File: src/rtl/hcfg_pkg.sv
package hcfg_pkg;

    localparam int OFF_W    = 3;
    localparam int REG_W    = 8;
    localparam int NUM_OFF  = 1 << OFF_W;

    // offsets decoded by the detector and the hidden bank
    localparam int OFF_UNLOCK = 1;
    localparam int OFF_KEY    = 2;
    localparam int OFF_RDTIM  = 0;
    localparam int OFF_WRTIM  = 1;
    localparam int OFF_CTRL   = 3;
    localparam int OFF_STRAP  = 5;
    localparam int OFF_MISC   = 6;

    localparam logic [REG_W-1:0] KEY_ENTER = 8'h03;
    localparam logic [REG_W-1:0] KEY_EXIT  = 8'h83;
    localparam logic [REG_W-1:0] CTRL_ON   = 8'h95;
    localparam logic [REG_W-1:0] CTRL_OFF  = 8'h11;

    // writable bits of each hidden offset (zero = no writable storage)
    function automatic logic [REG_W-1:0] wr_mask(input int idx);
        case (idx)
            OFF_RDTIM, OFF_WRTIM, OFF_CTRL: wr_mask = 8'hFF;
            OFF_MISC:                       wr_mask = 8'h7F;
            default:                        wr_mask = 8'h00;
        endcase
    endfunction

    function automatic logic [REG_W-1:0] rst_val(input int idx);
        case (idx)
            OFF_RDTIM, OFF_WRTIM: rst_val = 8'hFF;
            OFF_CTRL:             rst_val = CTRL_OFF;
            default:              rst_val = 8'h00;
        endcase
    endfunction

    typedef struct packed {
        logic       mode;
        logic [1:0] rd_cnt;
    } det_state_t;

endpackage

File: src/rtl/hcfg_detect.sv
module hcfg_detect
    import hcfg_pkg::*;
#(
    parameter int READS_NEEDED = 2
) (
    input  logic             clk,
    input  logic             rst_n,
    input  logic             acc_valid_i,
    input  logic             acc_write_i,
    input  logic             acc_wide_i,
    input  logic [OFF_W-1:0] acc_off_i,
    input  logic [REG_W-1:0] acc_wdata_i,
    output logic             mode_o
);

    localparam logic [1:0] CNT_FULL = 2'(READS_NEEDED);

    det_state_t st_d, st_q;

    logic unlock_rd, key_wr, enter_hit, exit_hit;

    always_comb begin
        unlock_rd = acc_valid_i && !acc_write_i && acc_wide_i
                    && (acc_off_i == OFF_W'(OFF_UNLOCK));
        key_wr    = acc_valid_i && acc_write_i && !acc_wide_i
                    && (acc_off_i == OFF_W'(OFF_KEY));
        enter_hit = key_wr && (acc_wdata_i == KEY_ENTER) && (st_q.rd_cnt == CNT_FULL);
        exit_hit  = key_wr && (acc_wdata_i == KEY_EXIT);

        st_d = st_q;
        if (st_q.mode) begin
            st_d.rd_cnt = '0;
            if (exit_hit) st_d.mode = 1'b0;
        end else if (acc_valid_i) begin
            if (unlock_rd) begin
                if (st_q.rd_cnt != CNT_FULL) st_d.rd_cnt = st_q.rd_cnt + 2'd1;
            end else if (enter_hit) begin
                st_d.mode   = 1'b1;
                st_d.rd_cnt = '0;
            end else begin
                st_d.rd_cnt = '0;
            end
        end
    end

    always_ff @(posedge clk) begin
        if (!rst_n) st_q <= '0;
        else        st_q <= st_d;
    end

    assign mode_o = st_q.mode;

    p_enter_r2: assert property (@(posedge clk) disable iff (!rst_n)
        (!st_q.mode && key_wr && acc_wdata_i == KEY_ENTER && st_q.rd_cnt == CNT_FULL)
        |=> st_q.mode);

    p_break_r3: assert property (@(posedge clk) disable iff (!rst_n)
        (!st_q.mode && acc_valid_i && !unlock_rd) |=> (st_q.rd_cnt == 2'd0));

    p_exit_r8: assert property (@(posedge clk) disable iff (!rst_n)
        (st_q.mode && exit_hit) |=> !st_q.mode);

    p_stay_r8: assert property (@(posedge clk) disable iff (!rst_n)
        (st_q.mode && !exit_hit) |=> st_q.mode);

endmodule

File: src/rtl/hcfg_bank.sv
module hcfg_bank
    import hcfg_pkg::*;
(
    input  logic               clk,
    input  logic               rst_n,
    input  logic               speed_pin_i,
    input  logic               sel_i,
    input  logic               write_i,
    input  logic [OFF_W-1:0]   off_i,
    input  logic [REG_W-1:0]   wdata_i,
    output logic [REG_W-1:0]   rdata_o,
    output logic [NUM_OFF-1:0] we_o
);

    logic [REG_W-1:0] reg_q [NUM_OFF];

    genvar gi;
    generate
        for (gi = 0; gi < NUM_OFF; gi++) begin : g_reg
            localparam logic [REG_W-1:0] MASK = wr_mask(gi);
            localparam logic [REG_W-1:0] RSTV = rst_val(gi);
            if (gi == OFF_STRAP) begin : g_strap
                logic strap_d, strap_q;
                always_comb strap_d = rst_n ? strap_q : speed_pin_i;
                always_ff @(posedge clk) strap_q <= strap_d;
                assign reg_q[gi] = {{(REG_W-1){1'b0}}, strap_q};
                assign we_o[gi]  = 1'b0;
                p_strap_ro_r6: assert property (@(posedge clk) disable iff (!rst_n)
                    $past(rst_n) |-> $stable(strap_q));
            end else if (MASK != '0) begin : g_rw
                logic [REG_W-1:0] val_d, val_q;
                logic             hit;
                always_comb begin
                    hit   = sel_i && write_i && (off_i == OFF_W'(gi));
                    val_d = val_q;
                    if (hit) val_d = wdata_i & MASK;
                end
                always_ff @(posedge clk) begin
                    if (!rst_n) val_q <= RSTV;
                    else        val_q <= val_d;
                end
                assign reg_q[gi] = val_q;
                assign we_o[gi]  = hit;
                p_mask_r7: assert property (@(posedge clk) disable iff (!rst_n)
                    (val_q & ~MASK) == '0);
            end else begin : g_none
                assign reg_q[gi] = '0;
                assign we_o[gi]  = 1'b0;
            end
        end
    endgenerate

    always_comb begin
        rdata_o = '0;
        if (sel_i && !write_i) rdata_o = reg_q[off_i];
    end

    p_we_onehot_r10: assert property (@(posedge clk) disable iff (!rst_n)
        $onehot0(we_o));

    p_we_sel_r10: assert property (@(posedge clk) disable iff (!rst_n)
        (|we_o) |-> (sel_i && write_i));

endmodule

File: src/rtl/hcfg_gate.sv
module hcfg_gate
    import hcfg_pkg::*;
#(
    parameter int READS_NEEDED = 2
) (
    input  logic               clk,
    input  logic               rst_n,
    input  logic               speed_pin_i,
    input  logic               acc_valid_i,
    input  logic               acc_write_i,
    input  logic               acc_wide_i,
    input  logic [OFF_W-1:0]   acc_off_i,
    input  logic [REG_W-1:0]   acc_wdata_i,
    output logic               cfg_mode_o,
    output logic               pass_sel_o,
    output logic [REG_W-1:0]   hid_rdata_o,
    output logic [NUM_OFF-1:0] hid_we_o
);

    logic mode;
    logic hid_sel;

    hcfg_detect #(.READS_NEEDED(READS_NEEDED)) u_detect (
        .clk         (clk),
        .rst_n       (rst_n),
        .acc_valid_i (acc_valid_i),
        .acc_write_i (acc_write_i),
        .acc_wide_i  (acc_wide_i),
        .acc_off_i   (acc_off_i),
        .acc_wdata_i (acc_wdata_i),
        .mode_o      (mode)
    );

    assign hid_sel    = acc_valid_i && mode;
    assign pass_sel_o = acc_valid_i && !mode;
    assign cfg_mode_o = mode;

    hcfg_bank u_bank (
        .clk         (clk),
        .rst_n       (rst_n),
        .speed_pin_i (speed_pin_i),
        .sel_i       (hid_sel),
        .write_i     (acc_write_i),
        .off_i       (acc_off_i),
        .wdata_i     (acc_wdata_i),
        .rdata_o     (hid_rdata_o),
        .we_o        (hid_we_o)
    );

    p_pass_only_r4: assert property (@(posedge clk) disable iff (!rst_n)
        pass_sel_o |-> (!cfg_mode_o && hid_we_o == '0 && hid_rdata_o == '0));

endmodule

File: config.mk
export PLATFORM = sky130hd
export DESIGN_NAME = hcfg_gate
export DESIGN_NICKNAME = d
export VERILOG_FILES = /design/src/rtl/hcfg_pkg.sv /design/src/rtl/hcfg_detect.sv /design/src/rtl/hcfg_bank.sv /design/src/rtl/hcfg_gate.sv
export SDC_FILE = /design/constraint.sdc
export NUM_CORES = 1
export LEC_CHECK = 0
export ABC_AREA = 1
export BUFFER_PORTS_ARGS = -buffer_cell sky130_fd_sc_hd__buf_2
export CORE_ASPECT_RATIO = 0.9
export CORE_UTILIZATION = 45
export DETAILED_ROUTE_END_ITERATION = 10
export PLACE_DENSITY = 0.67
export SLEW_MARGIN = 15
export SYNTH_ARGS = -nofsm -noshare
export SYNTH_HDL_FRONTEND = slang
export SYNTH_HIERARCHICAL = 1
export SYNTH_SLANG_ARGS = --single-unit
File: constraint.sdc
create_clock -name clk -period 3.2 [get_ports clk]
set_clock_uncertainty 0.05 [all_clocks]
set_input_delay 0.48 -clock clk [delete_from_list [all_inputs] [get_ports clk]]
set_output_delay 0.48 -clock clk [all_outputs]
set_load 0.05 [all_outputs]
Word-level counts from Yosys, hierarchy flattened. Index checks and enable logic that the tools add are counted. W data, S select, Z words.

Mux-type cells: 11. Magnitude comparators: 1. Shift-type cells: 0. Reduce and logical (&&, ||, !) cells: 23. Divide/modulo/power cells: 0. Bitwise logic cells: 2. $add $sub $neg: 1. Eq/ne operators: 9. $mul: 0.

Operators with widths (number): $bmux W8 S3 (1); $mux W8 (3); $logic_and A1 B1 Y1 (17); $eq A8 B2 Y1 const B (1); $eq A8 B8 Y1 const B (1); $eq A3 B2 Y1 const B (2); $mux W3 (2); $ge A4 B4 Y1 const B (1); $mux W2 (2); $ne A2 B2 Y1 const B (2); $not A3 Y4 (1); $eq A3 B1 Y1 const B (1); $eq A3 B3 Y1 const B (1); $logic_not A1 Y1 (3); $logic_not A3 Y1 (1); $mux W1 (3); $add A2 B1 Y2 const B (1); $eq A2 B2 Y1 const B (1); $reduce_and A2 Y1 (1); $reduce_or A2 Y1 (1); $not A1 Y1 (1).

Bits in registers: 35. Output and inout bits: 18. Memories kept: 0. Input bits: 17. Latch bits: 0. RAM bits: 0. Memory bits (read-only): 0. Logic and storage cells: 54.

Depth between registers and ports, before layout.
Word-level depth: 9. Mapped depth: 8. Depth with buffers taken out: 8.

By module. The synthesis kept the hierarchy.

By module, submodules not included: hcfg_bank (sequential area each 650.6 um2, instances 1, area an instance 1596.5 um2, cells an instance 241); hcfg_detect (sequential area each 60.1 um2, instances 1, area an instance 269.0 um2, cells an instance 50); hcfg_gate (sequential area each 0.0 um2, instances 1, area an instance 17.5 um2, cells an instance 4).

Least setup slack after synthesis. Ideal clock, no wire load.

Path type: reg-to-output. Start point: reg u_detect.st_q, in the netlist u_detect/mode_o. End point: out hid_rdata_o[0]. Data required time: 2.670 ns. Stages on the path, launching flop included: 7. Data arrival time: 1.660 ns. Path slack: 1.010 ns. Buffers on the path: 0. Cells stage by stage: dfxtp_1 nand2_1 inv_1 nand2_1 nor2_1 nand2_1 nand2_1.

Word-level cells in the longest chain between the ends: 3.

RTL lines: start, declared (line hcfg_detect.sv:18) `det_state_t st_d, st_q;`; start signal, assigned (line hcfg_detect.sv:48) `else st_q <= st_d;`; $logic_and A1 B1 Y1 (line hcfg_gate.sv:34) `assign hid_sel = acc_valid_i && mode;`; via hid_sel (line hcfg_gate.sv:21) `logic hid_sel;`; $logic_and A1 B1 Y1 (line hcfg_bank.sv:55) `if (sel_i && !write_i) rdata_o = reg_q[off_i];`; $mux W8 (line hcfg_bank.sv:55); end, declared (line hcfg_gate.sv:16) `output logic [REG_W-1:0] hid_rdata_o,`.

The timed path passes the listed nets, and every way through them passes these cells.

Worst setup path in the final report.
Start point: reg u_detect.st_q, in the netlist u_detect/mode_o. End point: out hid_we_o[3].

Word-level cells in the longest chain between the ends: 3.

RTL lines: $logic_and A1 B1 Y1 (line hcfg_gate.sv:34); via hid_sel (line hcfg_gate.sv:21); $logic_and A1 B1 Y1 (2 in series) (line hcfg_bank.sv:34) `hit = sel_i && write_i && (off_i == OFF_W'(gi));`; end, declared (line hcfg_gate.sv:17) `output logic [NUM_OFF-1:0] hid_we_o`.

The timed path passes the listed nets, and every way through them passes these cells.

==> flow_metrics.env <==
export IMPL_status="complete, no violations"
export IMPL_cts_hold_buf=0
export IMPL_maxCapViolCount=0
export IMPL_num_nets_final=338
export IMPL_clkSlewWorstSetupHoldPaths_ps=70
export IMPL_power_density_nw_per_um2=400
export IMPL_boundaryPins=35
export IMPL_n_fill_cell=412
export IMPL_path_common_cell="nand2_1"
export IMPL_finalWirelength_um=4300
export IMPL_h_tree_depth=2
export IMPL_critPathMaxStageDelay_ps=430
export IMPL_drt_iter0_markers=110
export IMPL_syn_avg_cell_area_um2=6.38
export IMPL_synth_ff_latch_count=35
export IMPL_post_cts_buffers=0
export IMPL_critPathTopFamily="buffers and inverters"
export IMPL_fin_setup_tns_ps=0
export IMPL_portBuffers=30
export IMPL_ys_types=22
export IMPL_num_vias=1835
export IMPL_p_sw_w=0.000216
export IMPL_gr_total_overflow=0
export IMPL_crit_required_ps=2670
export IMPL_seq_power_share_pct=52.9
export IMPL_setup_violations_final=0
export IMPL_synth_seq_area_share_pct=37.7
export IMPL_vias_per_cell=5.00
export IMPL_clockPowerShare_pct=36.6
export IMPL_grt_pass1_wl_um=7480
export IMPL_cts_root_buf="clkbuf_8"
export IMPL_netlist_instances=295
export IMPL_rows=21
export IMPL_clock_sinks=35
export IMPL_antenna_found_initial=0
export IMPL_dieArea_um2=4450
export IMPL_cp_slowest_cell="dfxtp_1"
export IMPL_ctsLongestPathBuffers=2
export IMPL_cp_arrival_ps=1920
export IMPL_vdd_drop_max_uv=278
export IMPL_worst_setup_path_start_kind="flop"
export IMPL_final_common_cell="nand2_1"
export IMPL_grt_max_degree=34
export IMPL_comb_power_share_pct=10.4
export IMPL_final_antenna_net_count=0
export IMPL_routabilityCongestion=0.828
export IMPL_max_freq_mhz=409
export IMPL_coreArea_um2=3860
export IMPL_crit_buf_inv=4
export IMPL_finalPower_w=0.000831
export IMPL_p_leak_nw=1.11
export IMPL_wl_per_cell_um=11.7
export IMPL_die_h_um=63.4
export IMPL_hpwl_um=2990
export IMPL_rsz0062_at_grt="false"
export IMPL_firstDrtPassIters=5
export IMPL_area_growth_pct=10.4
export IMPL_yosys_warnings=6
export IMPL_worstPathMaxFanout=23
export IMPL_cts_buffers=5
export IMPL_post_route_period_util_pct=76.5
export IMPL_crit_type="flop to output pin"
export IMPL_slew_viol_final=0
export IMPL_cp_end_kind="output pin"
export IMPL_grt_use_total_pct=21.1
export IMPL_clk_latency_ps=280
export IMPL_cts_tree="built"
export IMPL_p_int_w=0.000614
export IMPL_grt_pass1_vias=1646
export IMPL_chipWidth_um=70.2
export IMPL_antenna_cells=0
export IMPL_worst_hold_slack_ps=326
export IMPL_drive_above_1_share_pct=15.9
export IMPL_initial_utilization_pct=48.8
export IMPL_netSwitchingFraction_pct=26.0
export IMPL_drc=0
export IMPL_layout_common_cells="nand2_1 (103), nand3_1 (53), nor2_1 (40)"
export IMPL_cts_resized=0
export IMPL_syn_area_um2=1880
export IMPL_hold_path_class="input pin to flop"
export IMPL_period_minus_slack_ps=2450
export IMPL_path_cells="nand2_1, inv_1, nand2_1, nor2_4, buf_4, nand2_2, clkinv_2, buf_2"
export IMPL_relSlewSlack_pct=57.1
export IMPL_tightest_slew_ps=641
export IMPL_hold_viol_final=0
## power groups by stage
stage               clock network (W)  logic [W]  registers, W
floorplan                           0  0.0000600      0.000450
global placement                    0  0.0000868      0.000450
detailed placement                  0  0.0000862      0.000450
CTS                          0.000315  0.0000866      0.000440
global route                 0.000333  0.0000970      0.000440
finish                       0.000304  0.0000865      0.000440
## state kept, by name, summed over array words and instances, names as in the netlist
signal,count
u_bank/g.g_rw.val_q,31
u_bank/g.g_strap.strap_q,1
u_detect/mode_o,1
u_detect/st_q,2
## metrics by stage
stage                     util, %  setup slack [ps]  cells  area, um2
final                        53.8               753    367       2080
after global routing         53.8               573    367       2080
after floorplan                 -              1010    298       1890
after CTS                    53.8               729    367       2080
after detailed placement     51.7               832    359       2000
after global placement       51.7               832    359       2000
## Yosys cell counts (all sizes together)
cell type / n / area (um2)
nand2: 105 / 399
nand3: 55 / 285
nor2: 46 / 203
dfxtp: 34 / 681
inv: 28 / 105
buf: 15 / 113
nand3b: 3 / 22.5
a21oi: 2 / 10.0
clkbuf: 2 / 7.51
clkinv: 1 / 5.00
conb: 1 / 3.75
edfxtp: 1 / 30.0
ha: 1 / 12.5
nand4: 1 / 6.26
## cell families (layout without fill, tap and decap cells)
kind of cell	Yosys count	count (layout)	share of synthesized area (%)
adders and majority gates	1	1	0.664
and+or+nand+nor	210	210	48.6
buffers and inverters	46	69	12.2
AOI/OAI and AO/OA	2	2	0.532
DFF	35	35	37.7
other	1	4	0.199
## metal layers
layer | vias up | global-route usage, % | part of all wire, %
met3 | 6 | 4.00 | 5.6
met2 | 52 | 33.5 | 45
met1 | 825 | 28.6 | 48
met5 | - | 0 | 0
met4 | 0 | 7.50 | 0.98
li1 | 952 | - | -
## path summary, 6_finish.rpt
kind | from | to | slack, ps | cells after the start
max | u_detect/mode_o | hid_we_o[3] | 750 | 8
max reg2reg | u_detect/mode_o | u_bank/g_reg[3].g_rw.val_q[7] | 1600 | 9
min reg2reg | u_bank/g_reg[1].g_rw.val_q[6] | u_bank/g_reg[1].g_rw.val_q[6] | 410 | 2
min | speed_pin_i | u_bank/g_reg[5].g_strap.strap_q | 330 | 1
## area by class of cell
type	instances	area (um2)	area share [%]
Clock buffer	7	76.3	3.67
Clock inverter	1	5.00	0.241
Inverter	29	110	5.30
Multi-Input combinational cell	217	953	45.9
Sequential cell	35	711	34.2
Tap cell	46	57.6	2.77
Timing Repair Buffer	32	165	7.95
Note: power is estimated with default switching activity, not from simulation.
